**src/rtl/cswd_pkg.sv**
```systemverilog
package cswd_pkg;

    typedef enum logic [1:0] {
        RT_NONE = 2'd0,
        RT_MEM  = 2'd1,
        RT_NAND = 2'd2,
        RT_FIFO = 2'd3
    } route_e;

    // One window register: size code, enable flag, base
    typedef struct packed {
        logic [3:0] mask;
        logic       valid;
        logic [5:0] base;
    } win_t;

endpackage

```
**src/rtl/cswd_window_regs.sv**
```systemverilog
module cswd_window_regs
    import cswd_pkg::*;
#(
    parameter int NUM_CS = 8,
    parameter int CS_W   = 3
) (
    input  logic                      clk,
    input  logic                      rst_n,
    input  logic                      we,
    input  logic                      is_dev,
    input  logic [CS_W-1:0]           sel,
    input  logic [11:0]               wdata,
    output win_t [NUM_CS-1:0]         win_o,
    output logic [NUM_CS-1:0][1:0]    dtype_o
);

    typedef struct packed {
        win_t [NUM_CS-1:0]      win;
        logic [NUM_CS-1:0][1:0] dtype;
    } regs_t;

    regs_t r_d, r_q;

    // bit 7 of the window register carries no function
    logic unused_bit7;
    assign unused_bit7 = wdata[7];

    always_comb begin
        r_d = r_q;
        if (we) begin
            if (is_dev) begin
                r_d.dtype[sel] = wdata[11:10];
            end else begin
                r_d.win[sel].mask  = wdata[11:8];
                r_d.win[sel].valid = wdata[6];
                r_d.win[sel].base  = wdata[5:0];
            end
        end
    end

    always_ff @(posedge clk) begin
        if (!rst_n) begin
            for (int i = 0; i < NUM_CS; i++) begin
                r_q.win[i].mask  <= 4'hF;
                r_q.win[i].valid <= (i == 0);
                r_q.win[i].base  <= 6'd0;
                r_q.dtype[i]     <= 2'd0;
            end
        end else begin
            r_q <= r_d;
        end
    end

    assign win_o   = r_q.win;
    assign dtype_o = r_q.dtype;

    AST_WIN_WRITE: assert property (@(posedge clk) disable iff (!rst_n)
        (we && !is_dev) |=> (win_o[$past(sel)] ==
            {$past(wdata[11:8]), $past(wdata[6]), $past(wdata[5:0])}));

endmodule

```
**src/rtl/cswd_match.sv**
```systemverilog
module cswd_match
    import cswd_pkg::*;
#(
    parameter int ADDR_W      = 32,
    parameter bit ALLOW_MASK0 = 1'b0
) (
    input  win_t              win,
    input  logic [ADDR_W-1:0] addr,
    output logic              hit,
    output logic [ADDR_W-1:0] offset,
    output logic              mask_bad
);

    localparam int SEL_LSB = ADDR_W - 8;   // lowest address bit under the base

    logic [1:0] a_top;
    logic [1:0] a_hi;
    logic [3:0] a_lo;
    logic       legal;

    assign a_top = addr[ADDR_W-1 -: 2];
    assign a_hi  = addr[SEL_LSB+4 +: 2];
    assign a_lo  = addr[SEL_LSB +: 4];

    always_comb begin
        hit = win.valid && (a_top == 2'b00) && (a_hi == win.base[5:4])
              && (((a_lo ^ win.base[3:0]) & win.mask) == 4'h0);
        offset = '0;
        offset[SEL_LSB-1:0]  = addr[SEL_LSB-1:0];
        offset[SEL_LSB +: 4] = a_lo & ~win.mask;
    end

    always_comb begin
        case (win.mask)
            4'h8, 4'hC, 4'hE, 4'hF: legal = 1'b1;
            4'h0:                   legal = ALLOW_MASK0;
            default:                legal = 1'b0;
        endcase
        mask_bad = !legal;
    end

endmodule

```
**src/rtl/cswd_route.sv**
```systemverilog
module cswd_route
    import cswd_pkg::*;
#(
    parameter int NUM_CS = 8,
    parameter int CS_W   = 3,
    parameter int ADDR_W = 32
) (
    input  logic [NUM_CS-1:0]             hit,
    input  logic [NUM_CS-1:0][ADDR_W-1:0] offs,
    input  logic [NUM_CS-1:0][1:0]        dtype,
    input  logic                          pf_en,
    input  logic [CS_W-1:0]               pf_cs,
    output logic [NUM_CS-1:0]             sel,
    output logic [ADDR_W-1:0]             offset,
    output route_e                        route
);

    // walk from the top down so the lowest matching chip select is kept
    always_comb begin
        sel    = '0;
        offset = '0;
        route  = RT_NONE;
        for (int i = NUM_CS - 1; i >= 0; i--) begin
            if (hit[i]) begin
                sel    = '0;
                sel[i] = 1'b1;
                offset = offs[i];
                if (dtype[i] == 2'd0) begin
                    route = RT_MEM;
                end else if (pf_en && (pf_cs == CS_W'(i))) begin
                    route = RT_FIFO;
                end else begin
                    route = RT_NAND;
                end
            end
        end
    end

endmodule

```
**src/rtl/cs_window_decoder.sv**
```systemverilog
module cs_window_decoder
    import cswd_pkg::*;
#(
    parameter int NUM_CS      = 8,
    parameter int ADDR_W      = 32,
    parameter bit ALLOW_MASK0 = 1'b0
) (
    input  logic                      clk,
    input  logic                      rst_n,
    input  logic                      cfg_we,
    input  logic                      cfg_is_dev,
    input  logic [$clog2(NUM_CS)-1:0] cfg_cs,
    input  logic [11:0]               cfg_wdata,
    input  logic                      pf_en,
    input  logic [$clog2(NUM_CS)-1:0] pf_cs,
    input  logic                      acc_valid,
    input  logic [ADDR_W-1:0]         acc_addr,
    output logic [NUM_CS-1:0]         cs_hit,
    output logic [ADDR_W-1:0]         cs_offset,
    output logic [1:0]                cs_route,
    output logic                      cs_miss,
    output logic [NUM_CS-1:0]         mask_bad
);

    localparam int CS_W = $clog2(NUM_CS);

    typedef struct packed {
        logic [NUM_CS-1:0] sel;
        logic [ADDR_W-1:0] offset;
        route_e            route;
        logic              miss;
    } out_t;

    win_t [NUM_CS-1:0]             win;
    logic [NUM_CS-1:0][1:0]        dtype;
    logic [NUM_CS-1:0]             hit_vec;
    logic [NUM_CS-1:0][ADDR_W-1:0] offs;
    logic [NUM_CS-1:0]             pick_sel;
    logic [ADDR_W-1:0]             pick_off;
    route_e                        pick_route;
    out_t                          out_d, out_q;

    cswd_window_regs #(.NUM_CS(NUM_CS), .CS_W(CS_W)) u_regs (
        .clk     (clk),
        .rst_n   (rst_n),
        .we      (cfg_we),
        .is_dev  (cfg_is_dev),
        .sel     (cfg_cs),
        .wdata   (cfg_wdata),
        .win_o   (win),
        .dtype_o (dtype)
    );

    for (genvar g = 0; g < NUM_CS; g++) begin : g_win
        cswd_match #(.ADDR_W(ADDR_W), .ALLOW_MASK0(ALLOW_MASK0)) u_match (
            .win      (win[g]),
            .addr     (acc_addr),
            .hit      (hit_vec[g]),
            .offset   (offs[g]),
            .mask_bad (mask_bad[g])
        );

        AST_VALID_GATE: assert property (@(posedge clk) disable iff (!rst_n)
            out_q.sel[g] |-> $past(win[g].valid));
    end

    cswd_route #(.NUM_CS(NUM_CS), .CS_W(CS_W), .ADDR_W(ADDR_W)) u_route (
        .hit    (hit_vec),
        .offs   (offs),
        .dtype  (dtype),
        .pf_en  (pf_en),
        .pf_cs  (pf_cs),
        .sel    (pick_sel),
        .offset (pick_off),
        .route  (pick_route)
    );

    always_comb begin
        out_d = '0;
        if (acc_valid) begin
            out_d.sel    = pick_sel;
            out_d.offset = pick_off;
            out_d.route  = pick_route;
            out_d.miss   = (pick_sel == '0);
        end
    end

    always_ff @(posedge clk) begin
        if (!rst_n) begin
            out_q <= '0;
        end else begin
            out_q <= out_d;
        end
    end

    assign cs_hit    = out_q.sel;
    assign cs_offset = out_q.offset;
    assign cs_route  = out_q.route;
    assign cs_miss   = out_q.miss;

    AST_HIT_ONEHOT: assert property (@(posedge clk) disable iff (!rst_n)
        $onehot0(cs_hit));

    AST_MISS_EXCL: assert property (@(posedge clk) disable iff (!rst_n)
        cs_miss |-> (cs_hit == '0) && (cs_route == 2'd0));

    AST_IDLE_QUIET: assert property (@(posedge clk) disable iff (!rst_n)
        !$past(acc_valid) |-> (cs_hit == '0) && !cs_miss && (cs_offset == '0));

    AST_ROUTE_SET: assert property (@(posedge clk) disable iff (!rst_n)
        (cs_hit != '0) |-> (cs_route != 2'd0));

    AST_OFFSET_TOP: assert property (@(posedge clk) disable iff (!rst_n)
        (cs_hit != '0) |-> (cs_offset[ADDR_W-1 -: 4] == 4'h0));

endmodule

```
**config.mk**
```make
export PLATFORM = sky130hd
export DESIGN_NAME = cs_window_decoder
export DESIGN_NICKNAME = d
export VERILOG_FILES = /design/src/rtl/cswd_pkg.sv /design/src/rtl/cswd_window_regs.sv /design/src/rtl/cswd_match.sv /design/src/rtl/cswd_route.sv /design/src/rtl/cs_window_decoder.sv
export SDC_FILE = /design/constraint.sdc
export NUM_CORES = 1
export LEC_CHECK = 0
export BUFFER_PORTS_ARGS = -buffer_cell sky130_fd_sc_hd__buf_2
export CORE_AREA = 2 2 132 134
export CTS_CLUSTER_SIZE = 16
export DETAILED_ROUTE_END_ITERATION = 10
export DIE_AREA = 0 0 134 136
export GPL_TIMING_DRIVEN = 0
export PLACE_DENSITY = 0.7
export SLEW_MARGIN = 0
export SYNTH_ARGS = -nofsm -noshare
export SYNTH_HDL_FRONTEND = slang
export SYNTH_SLANG_ARGS = --single-unit
```
**constraint.sdc**
```tcl
create_clock -name clk -period 3.32 [get_ports clk]
set_input_delay 0.166 -clock clk [delete_from_list [all_inputs] [get_ports clk]]
set_output_delay 0.166 -clock clk [all_outputs]
set_load 0.005 [all_outputs]
```
==> flow_summary.yaml <==
logic_synthesis:
  syn_avg_cell_area_sq_um: 8.28
  async_flop_share_pct: 0
  synthDominantCellAreaShare_pct: 43.5
  ys_types: 62
  synth_most_common_cell: "nand2_1"
  netlist_top_cells_area: "dfxtp_1 44%, nand2_1 13%, a21boi_0 7.8%"
  synth_edf_count: 0
  synth_area_leader_cell: "dfxtp_1"
  ys.flop_type: "dfxtp_1"
  netlist_area_sq_mm: 0.00658
  synth_warnings: 0
  synth-seq-cells: 143
  ys_seq_area_share_pct: 43.5
  synthCells: 795
  ys_top_cells_by_count: "224 x nand2_1, 143 x dfxtp_1, 68 x a21boi_0"
sta:
  maxSlewViolCount: 0
  setup_viol: 0
  rsz0062_at_grt: "no"
  fin_worst_skew_ns: 0.00966
  hold_viol_final: 0
  max_freq_mhz: 425
  worstMarginPinSlew_ns: 0.870
  period_share_pct: 70.8
  slew-limit-headroom_pct: 42.0
  post-route-min-period_ns: 2.35
  fin_tns_setup_ns: 0
detailed_routing:
  finalWirelength_mm: 19.7
  drc: 0
  viasPerCell: 5.10
  num_vias: 5941
  ant_nets: 0
  firstDrtPassIters: 4
  drt_iter0_drc: 494
  wl_per_cell_um: 17.0
power:
  vdd_ir_drop_max_v: 0.000440
  p_per_area_mw_per_mm2: 518
  cellLeakagePower_nw: 3.53
setup_path:
  cp.required_ns: 3.59
  cp_slowest_cell: "nor2_1"
  crit_path_start: "acc_addr[31]"
  reg2reg_depth: 8
  path_cells: "buf_2 > nor2_1 > nand4_1 > or3_1 > clkbuf_1 > a2111oi_0 > o32ai_1"
  start_kind: "primary input"
  critical_path.max_stage_delay_ns: 0.61
  crit_family: "simple AND/OR/NAND/NOR gates"
  cp_num_cells: 7
  crit_fanout: 8
  arrival_ns: 2.63
  rrSetupSlack_ns: 1.07
  end_kind: "flop"
  critPathKind: "in2reg"
  crit_end: "cs_route[0]$_SDFF_PN0_"
  rr_startpoint: "u_regs.win_o[46]$_SDFFE_PN0P_"
  critPathBufInv: 2
  r2r_end: "cs_route[0]$_SDFF_PN0_"
layout:
  final_layout_size_suffix_gt1_share_pct: 19.7
  finalInstanceArea_sq_mm: 0.00822
  final_util_pct: 48.7
  fillerInstances: 1620
  nNetsFinal: 983
  area_growth_pct: 24.9
  antenna_cells: 0
place:
  post-dp-hpwl_mm: 13.3
  post_dp_cell_area_sq_mm: 0.00730
  io_buffers: 86
  gp_congestion: 0.871
floorplanning:
  fp-row-count: 48
  ios: 107
  start_util_pct: 39.0
  fp.dieH_um: 136
  die_area_sq_mm: 0.0182
  die_w_um: 134
  core_area_sq_mm: 0.0169
global_route:
  grt_util_met2_pct: 33.8
  grt_max_degree: 17
  grt_pass1_vias: 5486
  grt_busiest_layer: "met2"
  grt_usage_pct: 21.8
  use_met1_pct: 29.6
  grt-ovfl-total: 0
  grt_pass1_wl_mm: 29.9
  globalRouteMet3Util_pct: 5.07
  antenna_found_initial: 0
clock_tree:
  path_clk_slew_ns: 0.06
  cts_buffer_depth: 2
  cts_root_buf: "clkbuf_16"
  htree_levels: 4
  worstSkewPairLatency_ns: 0.43
  cts_buffers: 17
  cts_setup_buffers: 0
  cts.sinks: 143
  cts_tree: "built"
run_status:
  status: "completed"
min_path:
  hold_path_class: "in2reg"
job:
  maxCapViolCount: 0
==> cell usage in the layout (no fill, tap or decap), types with 4 or more instances in the layout <==
master         synthesis  layout
a21boi_0              68      68
a21oi_1                7       7
a22o_1                 4       4
a22oi_1               12      12
and2_2                 4       4
and2_4                20      20
buf_2                  0      86
buf_4                 22      22
buf_6                  7       7
bufinv_16              0       6
clkbuf_1              34      34
clkbuf_16              0      17
conb_1                 1       4
dfxtp_1              143     143
dlygate4sd3_1          0      24
inv_1                  4       4
mux2i_1                5       5
nand2_1              224     224
nand2b_1               4       4
nand3_1               43      43
nand4_1                6       6
nor2_1                32      32
nor2b_1                8       8
nor3_1                 6       6
o21ai_0               27      27
o22a_1                 4       4
or2_2                  5       5
xnor2_1               16      16
xor2_1                32      32
==> state kept, by name, indices dropped and copies added, names as in the netlist <==
name and count:
cs_route 2, cs_hit 8, u_regs.dtype_o 16, cs_offset 28
cs_miss 1, u_regs.win_o 88
==> per-layer routing <==
metal	routed length, um	share of wire (%)
met1	8900	45
met2	8880	45
met3	1500	7.6
met4	459	2.3
met5	0	0
==> stage by stage <==
stage                     setup slack [ns]  hold slack [ns]  instances  total power, mW
final                                0.968           0.0709       1164             4.25
after detailed placement             0.584            0.382       1109             2.07
after global routing                 0.895           0.0700       1164             4.37
after global placement               0.583            0.380       1109             2.07
after floorplan                       1.37            0.301        798             1.96
after CTS                             1.01           0.0608       1164             4.26
==> how the worst min path moves through the flow <==
stage	startpoint	end	slack (ns)	depth (start not counted)
after floorplan	acc_addr[10]	cs_offset[10]$_SDFF_PN0_	0.30	1
after global placement	acc_addr[1]	cs_offset[1]$_SDFF_PN0_	0.38	2
after detailed placement	acc_addr[2]	cs_offset[2]$_SDFF_PN0_	0.38	2
after CTS	cfg_wdata[6]	u_regs.win_o[39]$_SDFFE_PN0P_	0.06	3
after global routing	cfg_wdata[5]	u_regs.win_o[16]$_SDFFE_PN0P_	0.07	3
final	cfg_wdata[5]	u_regs.win_o[38]$_SDFFE_PN0P_	0.07	3
==> tightest hold or removal path, stage by stage <==
cell	delay, ns
buf_4	0.16
nand2_1	0.06
a21boi_0	0.06
==> area by class of cell <==
class                      instances  area (sq um)  share of cell area [%]
inverter                           4          15.0                   0.183
timing repair buffer             110           671                    8.16
buffer                            65           382                    4.65
tap                              225           282                    3.43
sequential                       143          2860                    34.8
clock inverter                    13           234                    2.85
multi-input combinational        586          3330                    40.5
clock buffer                      18           439                    5.35
==> power by group <==
group / switching [mW] / internal [mW] / leakage, nW
logic: 0.180 / 0.130 / 2.05
clock network: 0.761 / 1.43 / 0.319
registers: 0.0173 / 1.74 / 1.16
==> cell families after synthesis <==
kind of cell,after synthesis,share of synthesized area [%]
xor+xnor,48,6.39
flops,143,43.5
mux,5,0.761
simple gates,379,26.8
buf+inv,69,6.03
compound gates,150,16.4
other cells,1,0.0570
==> repair_timing <==
action / in CTS / in global routing
endpoints found under the hold margin: 24 / 0
resized for setup: 0 / 0
hold buffers: 24 / 0
endpoints found under the setup margin: 0 / 0
Power figures use the tool's default switching activity.
